### src/rtl/adc_seq_pkg.sv
package adc_seq_pkg;

  typedef enum logic [1:0] {
    MODE_SINGLE = 2'b00,
    MODE_MULTI  = 2'b01,
    MODE_SCAN   = 2'b10,
    MODE_RSVD   = 2'b11
  } mode_e;

  typedef enum logic [1:0] {
    ST_IDLE   = 2'b00,
    ST_LAUNCH = 2'b01,
    ST_WAIT   = 2'b10
  } seq_st_e;

  localparam int ADR_CTRL  = 0;
  localparam int ADR_STAT  = 1;
  localparam int ADR_RANGE = 2;

  localparam int CTL_GO      = 0;
  localparam int CTL_MODE_LO = 1;
  localparam int CTL_ROUTE   = 3;
  localparam int CTL_TRG_LO  = 4;

  localparam int STA_IRQ = 0;
  localparam int STA_DMA = 1;

  localparam int RNG_LAST_LO = 8;

  localparam logic [1:0] TRG_ON = 2'b11;

endpackage

### src/rtl/adc_seq_trig.sv
module adc_seq_trig #(
  parameter int STAGES = 2
) (
  input  logic clk,
  input  logic rst_n,
  input  logic trg_in,
  output logic trg_rise
);

  logic [STAGES:0] sh_q;
  logic [STAGES:0] sh_d;

  always_comb begin
    sh_d = {sh_q[STAGES-1:0], trg_in};
  end

  always_ff @(posedge clk or negedge rst_n) begin
    if (!rst_n) sh_q <= '0;
    else        sh_q <= sh_d;
  end

  assign trg_rise = sh_q[STAGES-1] & ~sh_q[STAGES];

endmodule

### src/rtl/adc_seq_fsm.sv
module adc_seq_fsm
  import adc_seq_pkg::*;
#(
  parameter int NUM_CH = 8,
  parameter int CH_W   = 3
) (
  input  logic            clk,
  input  logic            rst_n,
  input  logic            go,
  input  logic [1:0]      mode,
  input  logic [CH_W-1:0] first_ch,
  input  logic [CH_W-1:0] last_ch,
  input  logic            conv_done,
  output logic            conv_start,
  output logic [CH_W-1:0] cur_ch,
  output logic            res_we,
  output logic            pass_done,
  output logic            hw_clr,
  output logic            busy
);

  seq_st_e         st_q, st_d;
  logic [CH_W-1:0] cur_q, cur_d;
  logic            abort_q, abort_d;
  logic            at_end;
  logic            is_scan;

  assign at_end  = (cur_q == last_ch) || (int'(cur_q) == NUM_CH - 1);
  assign is_scan = (mode == MODE_SCAN);

  always_comb begin
    st_d       = st_q;
    cur_d      = cur_q;
    abort_d    = abort_q;
    conv_start = 1'b0;
    res_we     = 1'b0;
    pass_done  = 1'b0;
    hw_clr     = 1'b0;
    unique case (st_q)
      ST_IDLE: begin
        abort_d = 1'b0;
        if (go) begin
          cur_d = first_ch;
          st_d  = ST_LAUNCH;
        end
      end
      ST_LAUNCH: begin
        if (!go) begin
          st_d = ST_IDLE;
        end else begin
          conv_start = 1'b1;
          st_d       = ST_WAIT;
        end
      end
      ST_WAIT: begin
        if (!go) abort_d = 1'b1;
        if (conv_done) begin
          res_we = 1'b1;
          if (!go || abort_q) begin
            st_d = ST_IDLE;
          end else if (at_end) begin
            pass_done = 1'b1;
            if (is_scan) begin
              cur_d = first_ch;
              st_d  = ST_LAUNCH;
            end else begin
              hw_clr = 1'b1;
              st_d   = ST_IDLE;
            end
          end else begin
            cur_d = cur_q + 1'b1;
            st_d  = ST_LAUNCH;
          end
        end
      end
      default: st_d = ST_IDLE;
    endcase
  end

  always_ff @(posedge clk or negedge rst_n) begin
    if (!rst_n) begin
      st_q    <= ST_IDLE;
      cur_q   <= '0;
      abort_q <= 1'b0;
    end else begin
      st_q    <= st_d;
      cur_q   <= cur_d;
      abort_q <= abort_d;
    end
  end

  assign cur_ch = cur_q;
  assign busy   = (st_q != ST_IDLE);

endmodule

### src/rtl/adc_seq_regs.sv
module adc_seq_regs
  import adc_seq_pkg::*;
#(
  parameter int NUM_CH = 8,
  parameter int CH_W   = 3,
  parameter int DATA_W = 10,
  parameter int ADDR_W = 4,
  parameter int REG_W  = 16
) (
  input  logic              clk,
  input  logic              rst_n,
  input  logic              cpu_we,
  input  logic [ADDR_W-1:0] cpu_addr,
  input  logic [REG_W-1:0]  cpu_wdata,
  output logic [REG_W-1:0]  cpu_rdata,
  input  logic              standby_req,
  input  logic              trg_start,
  input  logic              hw_clr,
  input  logic              res_we,
  input  logic [CH_W-1:0]   res_ch,
  input  logic [DATA_W-1:0] res_data,
  input  logic              pass_done,
  input  logic              dma_ack,
  output logic              go,
  output logic [1:0]        mode,
  output logic [1:0]        trg_en,
  output logic [CH_W-1:0]   first_ch,
  output logic [CH_W-1:0]   last_ch,
  output logic              irq,
  output logic              dma_req
);

  logic ctrl_wr, stat_wr, rng_wr, data_sel;
  logic [CH_W-1:0] rd_idx;

  logic            go_q, go_d;
  logic [1:0]      mode_q, mode_d;
  logic            route_q, route_d;
  logic [1:0]      trg_q, trg_d;
  logic [CH_W-1:0] first_q, first_d, last_q, last_d;
  logic            irq_q, irq_d, dma_q, dma_d;
  logic [DATA_W-1:0] res_q [NUM_CH];

  assign ctrl_wr  = cpu_we && (cpu_addr == ADDR_W'(ADR_CTRL));
  assign stat_wr  = cpu_we && (cpu_addr == ADDR_W'(ADR_STAT));
  assign rng_wr   = cpu_we && (cpu_addr == ADDR_W'(ADR_RANGE));
  assign data_sel = cpu_addr[ADDR_W-1];
  assign rd_idx   = cpu_addr[CH_W-1:0];

  always_comb begin
    go_d    = go_q;
    mode_d  = mode_q;
    route_d = route_q;
    trg_d   = trg_q;
    if (hw_clr)    go_d = 1'b0;
    if (trg_start) go_d = 1'b1;
    if (ctrl_wr) begin
      go_d    = cpu_wdata[CTL_GO];
      mode_d  = cpu_wdata[CTL_MODE_LO +: 2];
      route_d = cpu_wdata[CTL_ROUTE];
      trg_d   = cpu_wdata[CTL_TRG_LO +: 2];
    end
    if (standby_req) go_d = 1'b0;
  end

  always_comb begin
    first_d = first_q;
    last_d  = last_q;
    if (rng_wr) begin
      first_d = cpu_wdata[CH_W-1:0];
      last_d  = cpu_wdata[RNG_LAST_LO +: CH_W];
    end
  end

  always_comb begin
    irq_d = irq_q;
    dma_d = dma_q;
    if (stat_wr && cpu_wdata[STA_IRQ]) irq_d = 1'b0;
    if (pass_done && !route_q)         irq_d = 1'b1;
    if (dma_ack)                       dma_d = 1'b0;
    if (pass_done && route_q)          dma_d = 1'b1;
  end

  always_ff @(posedge clk or negedge rst_n) begin
    if (!rst_n) begin
      go_q    <= 1'b0;
      mode_q  <= 2'b00;
      route_q <= 1'b0;
      trg_q   <= 2'b00;
      first_q <= '0;
      last_q  <= '0;
      irq_q   <= 1'b0;
      dma_q   <= 1'b0;
    end else begin
      go_q    <= go_d;
      mode_q  <= mode_d;
      route_q <= route_d;
      trg_q   <= trg_d;
      first_q <= first_d;
      last_q  <= last_d;
      irq_q   <= irq_d;
      dma_q   <= dma_d;
    end
  end

  for (genvar g = 0; g < NUM_CH; g++) begin : g_res
    logic wr_en;
    assign wr_en = res_we && (int'(res_ch) == g);
    always_ff @(posedge clk or negedge rst_n) begin
      if (!rst_n)     res_q[g] <= '0;
      else if (wr_en) res_q[g] <= res_data;
    end
  end

  always_comb begin
    cpu_rdata = '0;
    if (data_sel) begin
      if (int'(rd_idx) < NUM_CH) cpu_rdata[DATA_W-1:0] = res_q[rd_idx];
    end else begin
      unique case (int'(cpu_addr))
        ADR_CTRL: begin
          cpu_rdata[CTL_GO]          = go_q;
          cpu_rdata[CTL_MODE_LO +: 2] = mode_q;
          cpu_rdata[CTL_TRG_LO +: 2]  = trg_q;
        end
        ADR_STAT: begin
          cpu_rdata[STA_IRQ] = irq_q;
          cpu_rdata[STA_DMA] = dma_q;
        end
        ADR_RANGE: begin
          cpu_rdata[CH_W-1:0]           = first_q;
          cpu_rdata[RNG_LAST_LO +: CH_W] = last_q;
        end
        default: cpu_rdata = '0;
      endcase
    end
  end

  assign go       = go_q;
  assign mode     = mode_q;
  assign trg_en   = trg_q;
  assign first_ch = first_q;
  assign last_ch  = last_q;
  assign irq      = irq_q;
  assign dma_req  = dma_q;

endmodule

### src/rtl/adc_seq_ctrl.sv
module adc_seq_ctrl
  import adc_seq_pkg::*;
#(
  parameter int NUM_CH      = 8,
  parameter int DATA_W      = 10,
  parameter int ADDR_W      = 4,
  parameter int REG_W       = 16,
  parameter int SYNC_STAGES = 2,
  localparam int CH_W       = (NUM_CH > 1) ? $clog2(NUM_CH) : 1
) (
  input  logic              clk,
  input  logic              rst_n,
  input  logic              cpu_we,
  input  logic [ADDR_W-1:0] cpu_addr,
  input  logic [REG_W-1:0]  cpu_wdata,
  output logic [REG_W-1:0]  cpu_rdata,
  input  logic              trg_in,
  input  logic              standby_req,
  output logic              conv_start,
  output logic [CH_W-1:0]   conv_ch,
  input  logic              conv_done,
  input  logic [DATA_W-1:0] conv_data,
  output logic              irq,
  output logic              dma_req,
  input  logic              dma_ack
);

  logic [1:0]      rst_sync_q;
  logic            rst_sn;
  logic            go_w, fsm_busy_w, hw_clr_w, res_we_w, pass_done_w;
  logic            trg_rise_w, trg_start_w;
  logic [1:0]      mode_w, trg_en_w;
  logic [CH_W-1:0] first_w, last_w, cur_w;

  always_ff @(posedge clk or negedge rst_n) begin
    if (!rst_n) rst_sync_q <= 2'b00;
    else        rst_sync_q <= {rst_sync_q[0], 1'b1};
  end
  assign rst_sn = rst_sync_q[1];

  adc_seq_trig #(.STAGES(SYNC_STAGES)) trig_i (
    .clk      (clk),
    .rst_n    (rst_sn),
    .trg_in   (trg_in),
    .trg_rise (trg_rise_w)
  );

  assign trg_start_w = trg_rise_w && (trg_en_w == TRG_ON) && !go_w && !fsm_busy_w;

  adc_seq_regs #(
    .NUM_CH(NUM_CH), .CH_W(CH_W), .DATA_W(DATA_W), .ADDR_W(ADDR_W), .REG_W(REG_W)
  ) regs_i (
    .clk         (clk),
    .rst_n       (rst_sn),
    .cpu_we      (cpu_we),
    .cpu_addr    (cpu_addr),
    .cpu_wdata   (cpu_wdata),
    .cpu_rdata   (cpu_rdata),
    .standby_req (standby_req),
    .trg_start   (trg_start_w),
    .hw_clr      (hw_clr_w),
    .res_we      (res_we_w),
    .res_ch      (cur_w),
    .res_data    (conv_data),
    .pass_done   (pass_done_w),
    .dma_ack     (dma_ack),
    .go          (go_w),
    .mode        (mode_w),
    .trg_en      (trg_en_w),
    .first_ch    (first_w),
    .last_ch     (last_w),
    .irq         (irq),
    .dma_req     (dma_req)
  );

  adc_seq_fsm #(.NUM_CH(NUM_CH), .CH_W(CH_W)) fsm_i (
    .clk        (clk),
    .rst_n      (rst_sn),
    .go         (go_w),
    .mode       (mode_w),
    .first_ch   (first_w),
    .last_ch    (last_w),
    .conv_done  (conv_done),
    .conv_start (conv_start),
    .cur_ch     (cur_w),
    .res_we     (res_we_w),
    .pass_done  (pass_done_w),
    .hw_clr     (hw_clr_w),
    .busy       (fsm_busy_w)
  );

  assign conv_ch = cur_w;

endmodule

### config.mk
export PLATFORM = sky130hd
export DESIGN_NAME = adc_seq_ctrl
export DESIGN_NICKNAME = d
export VERILOG_FILES = /design/src/rtl/adc_seq_pkg.sv /design/src/rtl/adc_seq_trig.sv /design/src/rtl/adc_seq_fsm.sv /design/src/rtl/adc_seq_regs.sv /design/src/rtl/adc_seq_ctrl.sv
export SDC_FILE = /design/constraint.sdc
export NUM_CORES = 1
export LEC_CHECK = 0
export ABC_AREA = 1
export BUFFER_PORTS_ARGS = -buffer_cell sky130_fd_sc_hd__buf_2
export CAP_MARGIN = 20
export CORE_AREA = 10 10 97 134
export DETAILED_ROUTE_END_ITERATION = 7
export DIE_AREA = 0 0 107 144
export PLACE_DENSITY = 0.66
export SETUP_SLACK_MARGIN = 0.15
export SLEW_MARGIN = 20
export SYNTH_ARGS = -nofsm -noshare
export SYNTH_HDL_FRONTEND = slang
export SYNTH_SLANG_ARGS = --single-unit
### constraint.sdc
create_clock -name clk -period 3.6 [get_ports clk]
set_input_delay 0.72 -clock clk [delete_from_list [all_inputs] [get_ports clk]]
set_output_delay 0.72 -clock clk [all_outputs]
set_load 0.03 [all_outputs]
Word-level counts from Yosys, hierarchy flattened
Cells that the tools add are included.
{ "word_totals": {"register_bits": 105, "input_bits": 37, "output_inout_bits": 22, "elab_cells": 123} }
{ "op_classes": {"addsub": 1, "magnitude_cmp": 1, "n_eq_ne": 19, "n_mux": 45, "bitwise": 3, "reduce_logical": 33} }
{ "op_table": {"columns": ["op", "count"], "rows": [
  ["$bmux 10 s3", 1],
  ["$mux 10", 3],
  ["$mux 1", 25],
  ["$mux 3", 6],
  ["$logic_and 1x1->1", 17],
  ["$eq 3x3->1 const B", 4],
  ["$pmux 2 s3", 2],
  ["$mux 2", 5],
  ["$reduce_bool 2->1", 4],
  ["$eq 2x2->1 const B", 3],
  ["$eq 3x2->1 const B", 2],
  ["$ne 2x2->1 const B", 3],
  ["$pmux 3 s2", 1],
  ["$reduce_and 5->1", 1],
  ["$eq 4x1->1 const B", 1],
  ["$eq 4x2->1 const B", 1],
  ["$ge 4x4->1 const B", 1],
  ["$logic_not 4->1", 1],
  ["$not 3->4", 1],
  ["$pmux 1 s2", 2],
  ["$reduce_and 2->1", 2],
  ["$reduce_bool 4->1", 1],
  ["$add 3x1->3 const B", 1],
  ["$eq 3x1->1 const B", 1],
  ["10 further kinds", 13]
]} }

Depth between registers and ports, before layout
Gate-level depths: netlist (run 1).
{ "depth": {"ltp_word": 10, "depth_mapped": 10, "ltp_nobuf": 10} }

Modules after synthesis
From an unflattened synthesis (run 1), not the netlist that was laid out.
{ "hier_totals": {"hier_cells": 676, "area_unflattened_um2": 5211.2} }
{ "modules_own_cells": {"columns": ["module", "instances", "cells_per_inst", "area_each_um2", "seq_area_each_um2"], "rows": [
  ["adc_seq_regs", 1, 596, 4593.2, 2352.3],
  ["adc_seq_fsm", 1, 67, 459.2, 150.1],
  ["adc_seq_trig", 1, 5, 85.1, 75.1],
  ["adc_seq_ctrl", 1, 8, 73.8, 50.0]
]} }

Worst setup path before layout (run 1)
Ideal clock, no wire load.
{ "synth_path": {"path_kind": "input to output", "startpoint": "input cpu_addr[0]", "endpoint": "output cpu_rdata[3]", "arrival_time_ps": 1822, "required_ps": 2880, "setup_slack_ps": 1058, "cell_stages": 8, "path_buffers": 2, "cell_sequence": "buf_6 inv_8 nor2_2 inv_1 buf_2 o221ai_1 o21ai_0 nor2_1"} }
{ "synth_via": {"elab_chain_cells": 5} }
{ "synth_lines": {"columns": ["item", "line", "text"], "rows": [
  ["start: declaration", "adc_seq_ctrl.sv:14", "input logic [ADDR_W-1:0] cpu_addr,"],
  ["$not 3->4 (not written as such)", "adc_seq_regs.sv:118", "if (int'(rd_idx) < NUM_CH) cpu_rdata[DATA_W-1:0] = res_q[rd_idx];"],
  ["$bmux 10 s3", "adc_seq_regs.sv:118", null],
  ["$mux 10 (not written as such) (2 in a row)", "adc_seq_regs.sv:118", null],
  ["$mux 10", "adc_seq_regs.sv:117", "if (data_sel) begin"],
  ["end: declaration", "adc_seq_ctrl.sv:16", "output logic [REG_W-1:0] cpu_rdata,"]
]} }
No other way between the ends. The select of a mux whose other input is x is not followed.

Final worst setup path (run 1)
{ "layout_path": {"startpoint": "input cpu_addr[0]", "endpoint": "output cpu_rdata[7]"} }
The elaborated chain is that of the path after synthesis.

==> results of run 1 <==
## stage by stage
| step | instances | hold slack, ns | power (mW) |
|---|---|---|---|
| floorplan | 598 | 0.331 | 2.10 |
| global placement | 758 | 0.333 | 2.26 |
| detailed placement | 758 | 0.336 | 2.29 |
| CTS | 774 | 0.128 | 3.47 |
| global route | 775 | 0.126 | 3.65 |
| finish | 775 | 0.141 | 3.45 |
## Yosys cell counts (8+ instances only)
cell type,count,area share
a21oi_1,35,0.034
buf_4,13,0.019
nand4_1,8,0.0097
dfrtp_1,105,0.51
nand2_1,125,0.091
nor2_1,36,0.026
a21oi_2,10,0.017
o21ai_0,49,0.047
buf_2,15,0.015
o21ai_1,39,0.038
nand3_1,14,0.014
o211ai_1,12,0.017
inv_1,73,0.053
## how the worst max path moves through the flow
stage	startpoint	to	cells after the start
floorplan	rst_sync_q[1]$_DFF_PN0_	fsm_i.abort_q$_DFFE_PN0P_	0
global placement	cpu_addr[0]	cpu_rdata[7]	8
detailed placement	cpu_addr[0]	cpu_rdata[7]	8
CTS	cpu_addr[0]	cpu_rdata[7]	8
global route	cpu_addr[0]	cpu_rdata[7]	8
finish	cpu_addr[0]	cpu_rdata[7]	8
## kinds of logic after synthesis
logic type                 synth area share
and+or+nand+nor                       0.180
AOI/OAI and AO/OA                     0.175
buffers and inverters                 0.108
DFF                                   0.508
adders and majority gates            0.0145
muxes                                0.0109
other                               0.00145
xor gates and xnor gates            0.00169
## per-layer routing
layer,part of all wire,track usage
met2,0.51,0.299
met1,0.43,0.202
met5,0,0
met4,0.013,0.0643
met3,0.052,0.0450
## power by group
group | internal [mW] | leakage [nW] | total, mW | switching [mW]
sequential | 1.43 | 1.23 | 1.56 | 0.135
clock | 0.748 | 0.176 | 1.18 | 0.429
combinational | 0.252 | 1.38 | 0.712 | 0.460
## area by class of cell
cell class | instances | area (um^2) | area share
inverters | 80 | 318 | 0.0549
clock buffers | 10 | 229 | 0.0396
clock inverters | 6 | 130 | 0.0225
multi-input cells | 380 | 2000 | 0.346
flip-flops and latches | 105 | 2630 | 0.455
well taps | 141 | 176 | 0.0305
repair buffers | 53 | 303 | 0.0523
## flip-flops by register name, indices dropped and copies added, names as in the netlist
signal,count
regs_i.res_q,80
fsm_i.cur_ch,3
regs_i.first_ch,3
regs_i.last_ch,3
trig_i.sh_q,3
fsm_i.st_q,2
regs_i.mode,2
regs_i.trg_en,2
rst_sync_q,2
fsm_i.abort_q,1
regs_i.dma_req,1
regs_i.go,1
regs_i.irq,1
regs_i.route_q,1
==> results.cfg, run 1 <==
[sta]
slew_violations = 0
clock_skew_ns = 0.00586
finalSetupViolCount = 0
rsz0062_at_grt = no
finalCriticalPeriod_ns = 3.03
tightestPinTransition_ns = 0.929
fin_setup_tns_ns = 0
fmax_ghz = 0.330
layout_setup_ws_ns = 0.568
min_period_over_period = 0.842
relSlewSlack = 0.380
hold_violations = 0

[cells_and_area]
diodes = 0
n_fill_cell = 1018
mostFrequentLayoutCells = nand2_1 (125), dfrtp_1 (104), inv_1 (73)
layout_commonest_cell = nand2_1
finalNetCount = 672
final_layout_size_suffix_gt1_frac = 0.170
final_area_um2 = 5790
syn2layout_area_growth_pct = 11.9
final_util = 0.547

[routing]
firstDrtPassIters = 5
routedWlPerCell_um = 16.3
via_count = 4091
initialDrtViolationCount = 263
drc = 0
vias_per_cell = 5.28
drt_wl_total_um = 12600
antenna_left = 0

[synth]
synthesis.area_um2 = 5170
async_reset_ff_frac = 1.00
avgSynthCellArea_um2 = 8.71
syn_inst = 594
ys_types = 42
yosys_warnings = 0
ys_ff_latch = 105
synth-edff-count = 0
synthFlopType = dfrtp_1
seq_area_frac_synth = 0.508

[clock_network]
h-tree-depth = 3
cts_num_sinks = 105
clkTransAtPathRegs_ns = 0.07
cts_buffers = 9
cts-root-buf = clkbuf_16
clk_path_buf_depth = 2
ctsResizeCount = 0
insertion_delay_ns = 0.35
cts.hold.buffers_added = 0
cts_tree = done
cts_setup_buffers = 0

[worst_setup_path]
cp_data_required_time_ns = 2.88
cp.arrival_ns = 2.31
path_delay_family = buffers and inverters
crit_chain = buf_2, inv_8, nor2_2, inv_1, o221ai_1, o21ai_0, nor2_1, buf_2
crit_buf_inv = 4
reg2reg_depth = 6
startpoint_type = input port
worst_r2r_startpoint = fsm_i.cur_ch[0]$_DFFE_PN0P_
r2r-end = regs_i.res_q[77]$_DFFE_PN0P_
critPathKind = input port to primary output
crit_fanout = 36
slowest_delay_ns = 0.36
cpMaxStageDelayCell = inv_1
cp-end-kind = primary output
path_common_cell = buf_2
r2r_slack_ns = 1.67

[die]
die-area_um2 = 15400
row_count = 45
core_area_um2 = 10600
ios = 59
die_h_um = 144
start_util = 0.489
fp.dieW_um = 107

[place]
io_buffers = 46
gp_congestion = 0.846
post_dp_cell_area_um2 = 5400
dp_hpwl_um = 8580
place_ws_ns = 0.683

[global_routing]
overflow = 0
grt_start_max_net_pins = 82
grt_usage = 0.173
first_global_vias = 4179
grt_pass1_wl_um = 21100
antenna_found_initial = 0

[outcome]
status = complete, no violations

[pwr]
ir_drop_uv = 390
p_per_area_nw_per_um2 = 596
leakage_nw = 2.78

[job]
maxCapViolCount = 0

[hold_path]
hp-class = input port to asynchronous set/reset pin
(Power assumes the default switching activity.)
==> inputs of run 2 (changes only) <==
Settings changed: ABC_AREA 1 to 0, CORE_AREA 10 10 97 134 to 10 10 96 131, DIE_AREA 0 0 107 144 to 0 0 106 141.
Clock period 3.6 ns to 3.18 ns, I/O delays scaled along.
==> results.cfg, run 2 <==
[outcome]
status = complete, no violations

[cells_and_area]
seq_area_um2 = 2630
stdcell_count = 521
finalNetCount = 421
regMostFlops = regs_i.res_q
largest_reg_flops = 80
final_area_um2 = 5660
layout_commonest_cell = dfrtp_1
multiInputGateArea_um2 = 2210
diodes = 0
syn2layout_area_growth_pct = 14.0
n_fill_cell = 846
mostFrequentLayoutCells = dfrtp_1 (104), mux2_2 (96), buf_2 (46)
final_layout_size_suffix_gt1_frac = 0.462

[synth]
synthesis.area_um2 = 4960
async_reset_ff_frac = 1.00
synthSimpleGateAreaFrac = 0.0466
synth-edff-count = 0
ys_ff_latch = 105
seq_area_frac_synth = 0.529
synthTopCellsByCount = dfrtp_1 (105), mux2_2 (96), mux2i_1 (11), mux4_1 (11), mux4_2 (9)
netlist.area_leader.share = 0.529
synthFlopType = dfrtp_1
ys_types = 43
muxShareOfSynthArea = 0.339
netlist_top_cells_area = dfrtp_1 (53%), mux2_2 (22%), mux4_1 (5.8%), mux4_2 (4.1%), mux2i_1 (2.2%)
synth_top_family_by_area = multiplexers
yosysTopAreaCell = dfrtp_1
syn_inst = 328
synthAdderAreaFrac = 0.0151
synth_most_common_cell = dfrtp_1
synth-xor-area-share = 0.00529
avgSynthCellArea_um2 = 15.1
synth_compound_area_frac = 0.0353
yosys_warnings = 0

[die]
ios = 59
row_count = 44
core_area_um2 = 10200
die_h_um = 141
fp.dieW_um = 106
start_util = 0.485
die-area_um2 = 14900

[global_routing]
grt_pass1_wl_um = 16600
antenna_found_initial = 2
overflow = 0
grt_usage = 0.144
grt_start_max_net_pins = 61
first_global_vias = 3111

[worst_setup_path]
critPathKind = input port to primary output
worst_r2r_startpoint = fsm_i.st_q[1]$_DFFE_PN0P_
crit_start = cpu_addr[0]
crit_fanout = 11
reg2reg_depth = 4
startpoint_type = input port
cp.arrival_ns = 2.29
cp-end-kind = primary output
r2r_slack_ns = 1.26
r2r-end = regs_i.res_q[41]$_DFFE_PN0P_
cp_data_required_time_ns = 2.54

[sta]
hold_violations = 0
min_period_over_period = 0.921
finalCriticalPeriod_ns = 2.93
fmax_ghz = 0.341
holdWs_ns = 0.0596
rsz0062_at_grt = no
relSlewSlack = 0.486
finalSetupViolCount = 0
slew_violations = 0
clock_skew_ns = 0.00445
tightestPinTransition_ns = 0.771
fin_setup_tns_ns = 0

[clock_network]
cts_buffers = 9
cts_setup_buffers = 0
insertion_delay_ns = 0.35
clk_path_buf_depth = 2
cts-root-buf = clkbuf_16
cts_num_sinks = 105
cts.hold.buffers_added = 0
h-tree-depth = 3
clkTransAtPathRegs_ns = 0.06
ctsResizeCount = 0
cts_tree = done

[place]
post_dp_cell_area_um2 = 5330
gp_congestion = 0.808
dp_hpwl_um = 7240
place_inst = 505
io_buffers = 46

[hold_path]
hp-class = input port to asynchronous set/reset pin

[pwr]
clkPwrFrac = 0.378
switching_share = 0.264
p_switching_uw = 842
p_per_area_nw_per_um2 = 563
combPwrFrac = 0.138
seqPwrFrac = 0.485
ir_drop_uv = 335
leakage_nw = 2.86
internal_power_mw = 2.35

[routing]
initialDrtViolationCount = 83
antenna_left = 0
firstDrtPassIters = 4
vias_per_cell = 5.55
via_count = 2890
drt_wl_total_um = 10600
routedWlPerCell_um = 20.3
drc = 0

[job]
maxCapViolCount = 0
## run 2: per-stage QoR
| step | total power, mW | util | setup slack, ns |
|---|---|---|---|
| after floorplan | 1.87 | - | 0.493 |
| after global routing | 3.32 | 0.553 | 0.181 |
| after CTS | 3.22 | 0.553 | 0.248 |
| after detailed placement | 2.01 | 0.521 | 0.249 |
| after global placement | 2.00 | 0.521 | 0.239 |
| final | 3.19 | 0.553 | 0.251 |
## run 2: worst max-delay path, cell delays in order
cell,delay (ns)
buf_2,0.24
buf_12,0.19
mux4_1,0.56
mux2_2,0.29
a22o_1,0.19
buf_2,0.18
## run 2: final cells by class
cell class	instances	area share
timing repair buffer	52	0.0508
inverter	7	0.00464
tap	138	0.0305
sequential	105	0.465
clock inverter	6	0.0159
multi-input combinational	203	0.391
clock buffer	10	0.0422
## run 2: cells by family (layout without fill, tap and decap cells)
kind of cell | count (synthesis) | count (layout)
other | 2 | 6
adders and majority gates | 6 | 6
muxes | 127 | 127
AOI/OAI and AO/OA | 22 | 22
buffers and inverters | 24 | 75
and+or+nand+nor | 39 | 39
DFF | 105 | 105
xor gates and xnor gates | 3 | 3
## run 2: worst max-delay path by stage
stage | cells past startpoint | end
floorplan | 6 | cpu_rdata[0]
global placement | 6 | cpu_rdata[8]
detailed placement | 6 | cpu_rdata[8]
CTS | 6 | cpu_rdata[8]
global route | 8 | cpu_rdata[2]
finish | 6 | cpu_rdata[8]
## run 2: power by group through the flow
stage               combinational [mW]  clock [mW]  sequential [mW]
floorplan                        0.302           0             1.57
global placement                 0.432           0             1.57
detailed placement               0.439           0             1.57
CTS                              0.444        1.23             1.55
global route                     0.484        1.27             1.56
finish                           0.439        1.20             1.55
## run 2: routing by layer
layer | vias up | wire length [um] | part of all wire | GRT usage
li1 | 1326 | - | - | -
met1 | 1499 | 4700 | 0.45 | 0.176
met5 | - | 7 | 0.00066 | 0
met3 | 13 | 422 | 0.040 | 0.0319
met4 | 2 | 192 | 0.018 | 0.0600
met2 | 50 | 5230 | 0.50 | 0.239
